--- src/rtl/rdk_pkg.sv ---
package rdk_pkg;
   typedef enum logic [1:0] {
      RDK_SEL_NONE   = 2'd0,
      RDK_SEL_TRACK  = 2'd1,
      RDK_SEL_SECTOR = 2'd2,
      RDK_SEL_DATA   = 2'd3
   } rdk_sel_e;

   localparam int unsigned RDK_OFS_TRACK  = 0;
   localparam int unsigned RDK_OFS_SECTOR = 1;
   localparam int unsigned RDK_OFS_DATA   = 2;
endpackage

--- src/rtl/rdk_port_decode.sv ---
module rdk_port_decode
   import rdk_pkg::*;
#(
   parameter logic [7:0] BASE_PORT = 8'h40
) (
   input  logic [7:0] port,
   output rdk_sel_e   sel
);
   localparam logic [7:0] P_TRACK  = BASE_PORT + 8'(RDK_OFS_TRACK);
   localparam logic [7:0] P_SECTOR = BASE_PORT + 8'(RDK_OFS_SECTOR);
   localparam logic [7:0] P_DATA   = BASE_PORT + 8'(RDK_OFS_DATA);

   if (BASE_PORT > 8'hFD) begin : g_bad_base
      $error("rdk_port_decode: BASE_PORT leaves no room for three ports");
   end

   always_comb begin
      unique case (port)
         P_TRACK:  sel = RDK_SEL_TRACK;
         P_SECTOR: sel = RDK_SEL_SECTOR;
         P_DATA:   sel = RDK_SEL_DATA;
         default:  sel = RDK_SEL_NONE;
      endcase
   end
endmodule

--- src/rtl/rdk_addr_latch.sv ---
module rdk_addr_latch #(
   parameter int unsigned W = 8
) (
   input  logic         clk,
   input  logic         rst_n,
   input  logic         load,
   input  logic [W-1:0] din,
   output logic [W-1:0] q
);
   if (W < 1 || W > 8) begin : g_bad_w
      $error("rdk_addr_latch: W must be 1..8");
   end

   always_ff @(posedge clk) begin
      if (!rst_n)    q <= '0;
      else if (load) q <= din;
   end
endmodule

--- src/rtl/rdk_byte_offset.sv ---
module rdk_byte_offset #(
   parameter int unsigned BYTE_W    = 7,
   parameter bit          USE_UPPER = 1'b0
) (
   input  logic              clk,
   input  logic              rst_n,
   input  logic              clear,
   input  logic              step,
   input  logic [BYTE_W-1:0] upper,
   output logic [BYTE_W-1:0] offset
);
   if (BYTE_W < 1 || BYTE_W > 8) begin : g_bad_bw
      $error("rdk_byte_offset: BYTE_W must be 1..8");
   end

   if (USE_UPPER) begin : g_upper
      logic unused_ok;
      assign unused_ok = ^{clk, rst_n, clear, step};
      assign offset    = upper;
   end else begin : g_count
      logic [BYTE_W-1:0] cnt_q;
      logic              unused_ok;
      assign unused_ok = ^upper;

      always_ff @(posedge clk) begin
         if (!rst_n)     cnt_q <= '0;
         else if (clear) cnt_q <= '0;
         else if (step)  cnt_q <= cnt_q + 1'b1;
      end
      assign offset = cnt_q;
   end
endmodule

--- src/rtl/ramdisk_port_ctrl.sv ---
module ramdisk_port_ctrl
   import rdk_pkg::*;
#(
   parameter int unsigned TRACK_W   = 8,
   parameter int unsigned SECTOR_W  = 8,
   parameter int unsigned BYTE_W    = 7,
   parameter logic [7:0]  BASE_PORT = 8'h40,
   parameter bit          USE_UPPER = 1'b0,
   localparam int unsigned ADDR_W   = TRACK_W + SECTOR_W + BYTE_W
) (
   input  logic              clk,
   input  logic              rst_n,
   input  logic              io_req,
   input  logic              io_wr,
   input  logic [7:0]        io_port,
   input  logic [BYTE_W-1:0] io_upper,
   input  logic [7:0]        io_wdata,
   output logic [7:0]        io_rdata,
   output logic [ADDR_W-1:0] ram_addr,
   output logic              ram_we,
   output logic [7:0]        ram_wdata,
   input  logic [7:0]        ram_rdata
);
   localparam logic [7:0] P_TRACK  = BASE_PORT + 8'(RDK_OFS_TRACK);
   localparam logic [7:0] P_SECTOR = BASE_PORT + 8'(RDK_OFS_SECTOR);
   localparam logic [7:0] P_DATA   = BASE_PORT + 8'(RDK_OFS_DATA);

   if (TRACK_W < 1 || TRACK_W > 8 || SECTOR_W < 1 || SECTOR_W > 8) begin : g_bad_lat
      $error("ramdisk_port_ctrl: latch widths must be 1..8");
   end

   rdk_sel_e          sel;
   logic [TRACK_W-1:0]  trk;
   logic [SECTOR_W-1:0] sec;
   logic [BYTE_W-1:0]   ofs;
   logic ld_trk, ld_sec, data_acc;

   rdk_port_decode #(.BASE_PORT(BASE_PORT)) u_dec (
      .port(io_port), .sel(sel)
   );

   assign ld_trk   = io_req && io_wr && (sel == RDK_SEL_TRACK);
   assign ld_sec   = io_req && io_wr && (sel == RDK_SEL_SECTOR);
   assign data_acc = io_req && (sel == RDK_SEL_DATA);

   rdk_addr_latch #(.W(TRACK_W)) u_trk (
      .clk(clk), .rst_n(rst_n), .load(ld_trk),
      .din(io_wdata[TRACK_W-1:0]), .q(trk)
   );

   rdk_addr_latch #(.W(SECTOR_W)) u_sec (
      .clk(clk), .rst_n(rst_n), .load(ld_sec),
      .din(io_wdata[SECTOR_W-1:0]), .q(sec)
   );

   rdk_byte_offset #(.BYTE_W(BYTE_W), .USE_UPPER(USE_UPPER)) u_ofs (
      .clk(clk), .rst_n(rst_n), .clear(ld_trk || ld_sec),
      .step(data_acc), .upper(io_upper), .offset(ofs)
   );

   assign ram_addr  = {trk, sec, ofs};
   assign ram_we    = data_acc && io_wr;
   assign ram_wdata = io_wdata;

   always_comb begin
      unique case (sel)
         RDK_SEL_TRACK:  io_rdata = 8'(trk);
         RDK_SEL_SECTOR: io_rdata = 8'(sec);
         RDK_SEL_DATA:   io_rdata = ram_rdata;
         default:        io_rdata = 8'hFF;
      endcase
   end

   // ---------------- assertions ----------------
   assert_we_R11: assert property (@(posedge clk) disable iff (!rst_n)
      ram_we |-> (io_req && io_wr && io_port == P_DATA));

   assert_hold_R4: assert property (@(posedge clk) disable iff (!rst_n)
      !(io_req && io_wr && (io_port == P_TRACK || io_port == P_SECTOR))
      |=> $stable(ram_addr[ADDR_W-1:BYTE_W]));

   assert_unmapped_R10: assert property (@(posedge clk) disable iff (!rst_n)
      (io_req && !io_wr && io_port != P_TRACK && io_port != P_SECTOR
       && io_port != P_DATA) |-> (io_rdata == 8'hFF));

   if (USE_UPPER) begin : g_chk_upper
      assert_upper_R9: assert property (@(posedge clk) disable iff (!rst_n)
         io_req |-> (ram_addr[BYTE_W-1:0] == io_upper));
   end else begin : g_chk_count
      assert_clear_trk_R2: assert property (@(posedge clk) disable iff (!rst_n)
         (io_req && io_wr && io_port == P_TRACK) |=> (ram_addr[BYTE_W-1:0] == '0));

      assert_clear_sec_R3: assert property (@(posedge clk) disable iff (!rst_n)
         (io_req && io_wr && io_port == P_SECTOR) |=> (ram_addr[BYTE_W-1:0] == '0));

      assert_step_R5: assert property (@(posedge clk) disable iff (!rst_n)
         (io_req && io_port == P_DATA)
         |=> (ram_addr[BYTE_W-1:0] == BYTE_W'($past(ram_addr[BYTE_W-1:0]) + 1'b1)));

      assert_wrap_R7: assert property (@(posedge clk) disable iff (!rst_n)
         (io_req && io_port == P_DATA && (&ram_addr[BYTE_W-1:0]))
         |=> (ram_addr == {$past(ram_addr[ADDR_W-1:BYTE_W]), BYTE_W'(0)}));

      assert_rdlatch_R8: assert property (@(posedge clk) disable iff (!rst_n)
         (io_req && !io_wr && (io_port == P_TRACK || io_port == P_SECTOR))
         |=> $stable(ram_addr));
   end
endmodule

--- config.mk ---
export PLATFORM = sky130hd
export DESIGN_NAME = ramdisk_port_ctrl
export DESIGN_NICKNAME = d
export VERILOG_FILES = /design/src/rtl/rdk_pkg.sv /design/src/rtl/rdk_port_decode.sv /design/src/rtl/rdk_addr_latch.sv /design/src/rtl/rdk_byte_offset.sv /design/src/rtl/ramdisk_port_ctrl.sv
export SDC_FILE = /design/constraint.sdc
export NUM_CORES = 1
export LEC_CHECK = 0
export ABC_CLOCK_PERIOD_IN_PS = 3200
export BUFFER_PORTS_ARGS = -buffer_cell sky130_fd_sc_hd__buf_2
export CORE_ASPECT_RATIO = 1.1
export CORE_UTILIZATION = 43
export CTS_BUF_LIST = sky130_fd_sc_hd__clkbuf_4 sky130_fd_sc_hd__clkbuf_8 sky130_fd_sc_hd__clkbuf_16
export DETAILED_ROUTE_END_ITERATION = 8
export GPL_ROUTABILITY_DRIVEN = 0
export PLACE_DENSITY = 0.79
export SLEW_MARGIN = 20
export SYNTH_ARGS = -nofsm -noshare
export SYNTH_HDL_FRONTEND = slang
export SYNTH_HIERARCHICAL = 1
export SYNTH_SLANG_ARGS = --single-unit
--- constraint.sdc ---
create_clock -name clk -period 3.2 [get_ports clk]
set_input_delay 0.64 -clock clk [delete_from_list [all_inputs] [get_ports clk]]
set_output_delay 0.64 -clock clk [all_outputs]
set_load 0.05 [all_outputs]
# After elaboration in Yosys (flattened, before gate mapping)
# Index checks and enable logic that the tools add are counted.
word_totals:
  regBits: 23
  inputBits: 35
  output_inout_bits: 40
  word_cells: 20
classes:
  addsub: 1
  n_eq_ne: 6
  mux: 2
  n_bitwise: 1
  n_reduce_logical: 7
ops:
  columns: ["operator", "count"]
  rows:
  - ["equality test 8 x 7 -> 1 bit (second input constant)", 3]
  - ["case mux 8 bit (3 select lines)", 1]
  - ["adder 7 x 1 -> 7 bit (second input constant)", 1]
  - ["case mux 2 bit (3 select lines)", 1]
  - ["logical AND 1 bit", 5]
  - ["equality test 2 bit (second input constant)", 2]
  - ["equality test 2 x 1 -> 1 bit (second input constant)", 1]
  - ["OR reduction 2 bit", 1]
  - ["logical OR 1 bit", 1]
  - ["inverter 1 bit", 1]

# Depth between registers and ports, before layout
depth:
  ltp_word: 6
  ltp_mapped: 8
  mapped_depth_nobuf: 6

# Hierarchy
# Netlist, hierarchy kept.
modules_own_cells:
  columns: ["module", "instances", "cells_each", "area_per_inst_um2", "seq_area_each_um2"]
  rows:
  - ["rdk_addr_latch", 2, 25, 301.5, 160.2]
  - ["ramdisk_port_ctrl", 1, 36, 336.6, 0.0]
  - ["rdk_byte_offset", 1, 30, 279.0, 140.1]
  - ["rdk_port_decode", 1, 4, 37.5, 0.0]

# Worst setup path before layout
# No wires, ideal clock.
synth_timing:
  path_type: "input-to-output"
  from: "input io_port[5]"
  to: "output ram_we"
  arrival_ns: 2.503
  t_required_ns: 2.560
  path_slack_ns: 0.057
  path_stages: 5
  n_path_buf: 1
  cell_sequence: "or4b_1 > nor4_1 > buf_4 > nand2_1 > nor2_1"
synth_between:
  elab_chain_cells: 5
  elab_cells_between_ends: 7
  classes_between: "eq/ne: 4; mux: 1; reduce/logical: 2"
synth_rtl:
  columns: ["element", "line", "text"]
  rows:
  - ["start: declaration", "ramdisk_port_ctrl.sv:15", "input logic [7:0] io_port,"]
  - ["equality test 8 x 7 -> 1 bit", "rdk_port_decode.sv:18", "unique case (port)"]
  - ["case mux 2 bit (3 select lines) (*)", "rdk_port_decode.sv:18", null]
  - ["named net sel[0]", "ramdisk_port_ctrl.sv:32", "rdk_sel_e sel;"]
  - ["equality test 2 bit (*)", "ramdisk_port_ctrl.sv:44", "assign data_acc = io_req && (sel == RDK_SEL_DATA);"]
  - ["logical AND 1 bit (*)", "ramdisk_port_ctrl.sv:44", null]
  - ["logical AND 1 bit (*)", "ramdisk_port_ctrl.sv:62", "assign ram_we = data_acc && io_wr;"]
  - ["end: declaration", "ramdisk_port_ctrl.sv:20", "output logic ram_we,"]
# Mark *: on every way through the listed nets, which the timed path passes. The rest lies on a longest branch.

# Worst setup path in the final report
layout_timing:
  from: "input io_port[5]"
  to: "output io_rdata[5]"
layout_between:
  elab_chain_cells: 4
  elab_cells_between_ends: 8
  classes_between: "eq/ne: 6; mux: 2"
layout_rtl:
  columns: ["element", "line", "text"]
  rows:
  - ["equality test 8 x 7 -> 1 bit", "rdk_port_decode.sv:18", null]
  - ["case mux 2 bit (3 select lines) (*)", "rdk_port_decode.sv:18", null]
  - ["named net sel[1]", "ramdisk_port_ctrl.sv:32", null]
  - ["equality test 2 bit or equality test 2 x 1 -> 1 bit (tied branches)", "ramdisk_port_ctrl.sv:66", "unique case (sel)"]
  - ["case mux 8 bit (3 select lines) (*)", "ramdisk_port_ctrl.sv:66", null]
  - ["end: declaration", "ramdisk_port_ctrl.sv:18", "output logic [7:0] io_rdata,"]
# Marked as above.

==> summary.txt <==
Critical path class: in -> out
Cell mode on critical path: buf_2
Top delay family on crit path: simple AND/OR/NAND/NOR gates
Worst path slowest cell: or4b_1
Avg Vias per Cell: 5.06
Worst endpoint required time: 2560 ps
Setup repair bufs after CTS: 0
Layout cells sized above 1: 48.9%
Placed Area: 0.00158 sq mm
Post-DP HPWL: 2240 um
Routed via count: 1097
CP peak stage delay: 600 ps
Drt drc: 0
CP Cell Sequence: buf_2, or4b_1, nor4_4, buf_4, mux2i_2, a2bb2oi_2, buf_2
Most common cell after layout, fill and taps aside: buf_2
Worst min path class: reg -> reg
Ys Warns: 6
Mapped Cells: 120
Die height: 58.7 um
Fin area: 0.00161 sq mm
Row cnt: 20
CTS root buffer: clkbuf_4
Final wirelength: 2860 um
First-iteration detailed-routing DRC count: 22
Outcome: completed
Leak pwr: 0.676 nW
Final ANT Viol Nets: 0
Clock Pin Slew Worst Setup and Hold Paths: 120 ps
Synthesized area: 0.00126 sq mm
WP buf/inv: 3
Floorplan core area: 0.00278 sq mm
PortBufs: 67
VDD IR max: 0.229 mV
WP data arrival: 2420 ps
R2R depth: 4
Largest net degree at the start of global routing: 18
Final setup fails: 0
Avg Inst Size Synth: 10.5 sq um
Synthesized Nets: 156
# clock sinks: 23
Commonest cells after routing, fill and taps aside: 67 x buf_2, 24 x mux2i_1, 23 x dfxtp_1, 16 x nor2b_1
Sum Neg Setup Slack: 0 ps
# H-tree levels: 1
Initial antenna violation count: 0
Vias in the first global route: 1060
Worst hold start: u_ofs/offset[6]$_SDFFE_PP0P_
P per Cell Area: 305 mW/mm^2
Largest fanout on the critical path: 6
Bufs on Longest Clock Path: 2
First drt pass iteration count: 4
TritonCTS buffer count: 3
Synthesized flop and latch total: 23
All-Layer GR Usage: 20.1%
Skew final: 3.19 ps
Layout Nets: 221
Initial core utilization: 45.2%
Routed WL per cell: 13.2 um
FF-to-FF Start: u_ofs/offset[0]$_SDFFE_PP0P_
Hold Slack: 493 ps
Critical Path Source Type: input pin
Diodes inserted: 0
Num ports: 75
First-pass GRT wire length: 4540 um
Tmin final: 3060 ps
CTS tree: done
FF-to-FF setup slack: 1860 ps
Area grow syn2layout: 28.5%
Max Cap Viol: 0
Placed Cells: 213
Hold Path End: u_ofs/offset[6]$_SDFFE_PP0P_
Cells on Worst Hold Path: 2
Post-CTS Hold Fix Bufs: 0
Endpoints failing hold: 0
Final Util: 58.1%
Seq/Total Area, Yosys: 36.7%
RSZ-0062 raised after global routing: false
Die X: 53.5 um
Clock latency on the worst-skew pair: 300 ps
Number of unique standard cell types used by synthesis: 21
Layout Cells excl Fill: 217
Fmax: 327 MHz
Worst R2R End: u_ofs/offset[6]$_SDFFE_PP0P_
Die area: 0.00314 sq mm
Grt total ovfl: 0
Final worst-path cycle share: 95.6%
Rel. slew slack: 78.0%
Actual slew at the worst max-slew pin: 328 ps
Capturing element type of the critical path: primary output
Final count of pins violating max slew: 0
-- power by group --
group	total [mW]	switching, mW	internal (mW)
registers	0.287	0.000219	0.286
clock network	0.139	0.0815	0.0570
logic	0.0672	0.0437	0.0235
total	0.492	0.125	0.367
-- tightest hold or removal path, stage by stage (launching register included) --
cell and delay (ps):
dfxtp_1 330, o21ai_0 70, a21oi_1 60
-- sequential cells by signal (all words and copies together), names as in the netlist --
register      flops
u_ofs/offset      7
u_sec/q           8
u_trk/q           8
-- cell usage after synthesis, drive strengths merged --
cell,count,area (sq um)
mux2i,25,250
dfxtp,23,460
nor2b,16,100
buf,13,113
a2bb2oi,8,120
nor2,8,30.0
nand2,5,18.8
a21oi,3,15.0
nand2b,3,21.3
xor2,3,26.3
nand4,2,12.5
nor4,2,18.8
o21ai,2,10.0
or3,2,12.5
xnor2,2,17.5
and3,1,7.51
ha,1,12.5
or4b,1,10.0
-- per-layer routing --
layer  up-vias  GRT usage, %  wire [um]
met5         -             0          0
met4         0          13.2         81
met3         8          3.10        142
met2        48          33.9       1440
met1       502          23.0       1200
li1        539             -          -
-- final cells by class --
type	instances	area [sq um]
fillers	254	1160
multi-input cells	84	702
repair buffers	73	380
flip-flops and latches	23	460
well taps	33	41.3
clock buffers	4	30.0
-- worst max path at each step --
| stage | startpoint | to | slack, ps | cells past startpoint |
|---|---|---|---|---|
| 6_report | io_port[5] | io_rdata[5] | 140 | 7 |
| 5_1_grt | io_port[5] | io_rdata[5] | 20 | 7 |
| 4_1_cts | io_port[5] | io_rdata[5] | 110 | 7 |
| 3_5_place_dp | io_port[5] | io_rdata[4] | 130 | 7 |
| 3_3_place_gp | io_port[5] | io_rdata[5] | 220 | 7 |
| 2_1_floorplan | io_port[5] | ram_we | 60 | 5 |
-- repair_timing --
item | CTS | global route
resized for setup | 0 | 1
endpoints found under the hold margin | 0 | 0
endpoints found under the setup margin | 0 | 1
-- metrics by stage --
| step | setup WS, ps | power, mW |
|---|---|---|
| CTS | 112 | 0.498 |
| floorplan | 57.2 | 0.337 |
| finish | 142 | 0.492 |
| global route | 18.5 | 0.514 |
| detailed placement | 128 | 0.360 |
| global placement | 222 | 0.358 |
-- logic make-up after synthesis --
kind of cell	count (synthesis)	synth area share, %
AOI/OAI and AO/OA	13	11.6
xor gates and xnor gates	5	3.49
adders and majority gates	1	0.996
buffers and inverters	13	8.96
DFF	23	36.7
muxes	25	19.9
and+or+nand+nor	40	18.4
No activity file was read; power rests on OpenSTA's default activity.
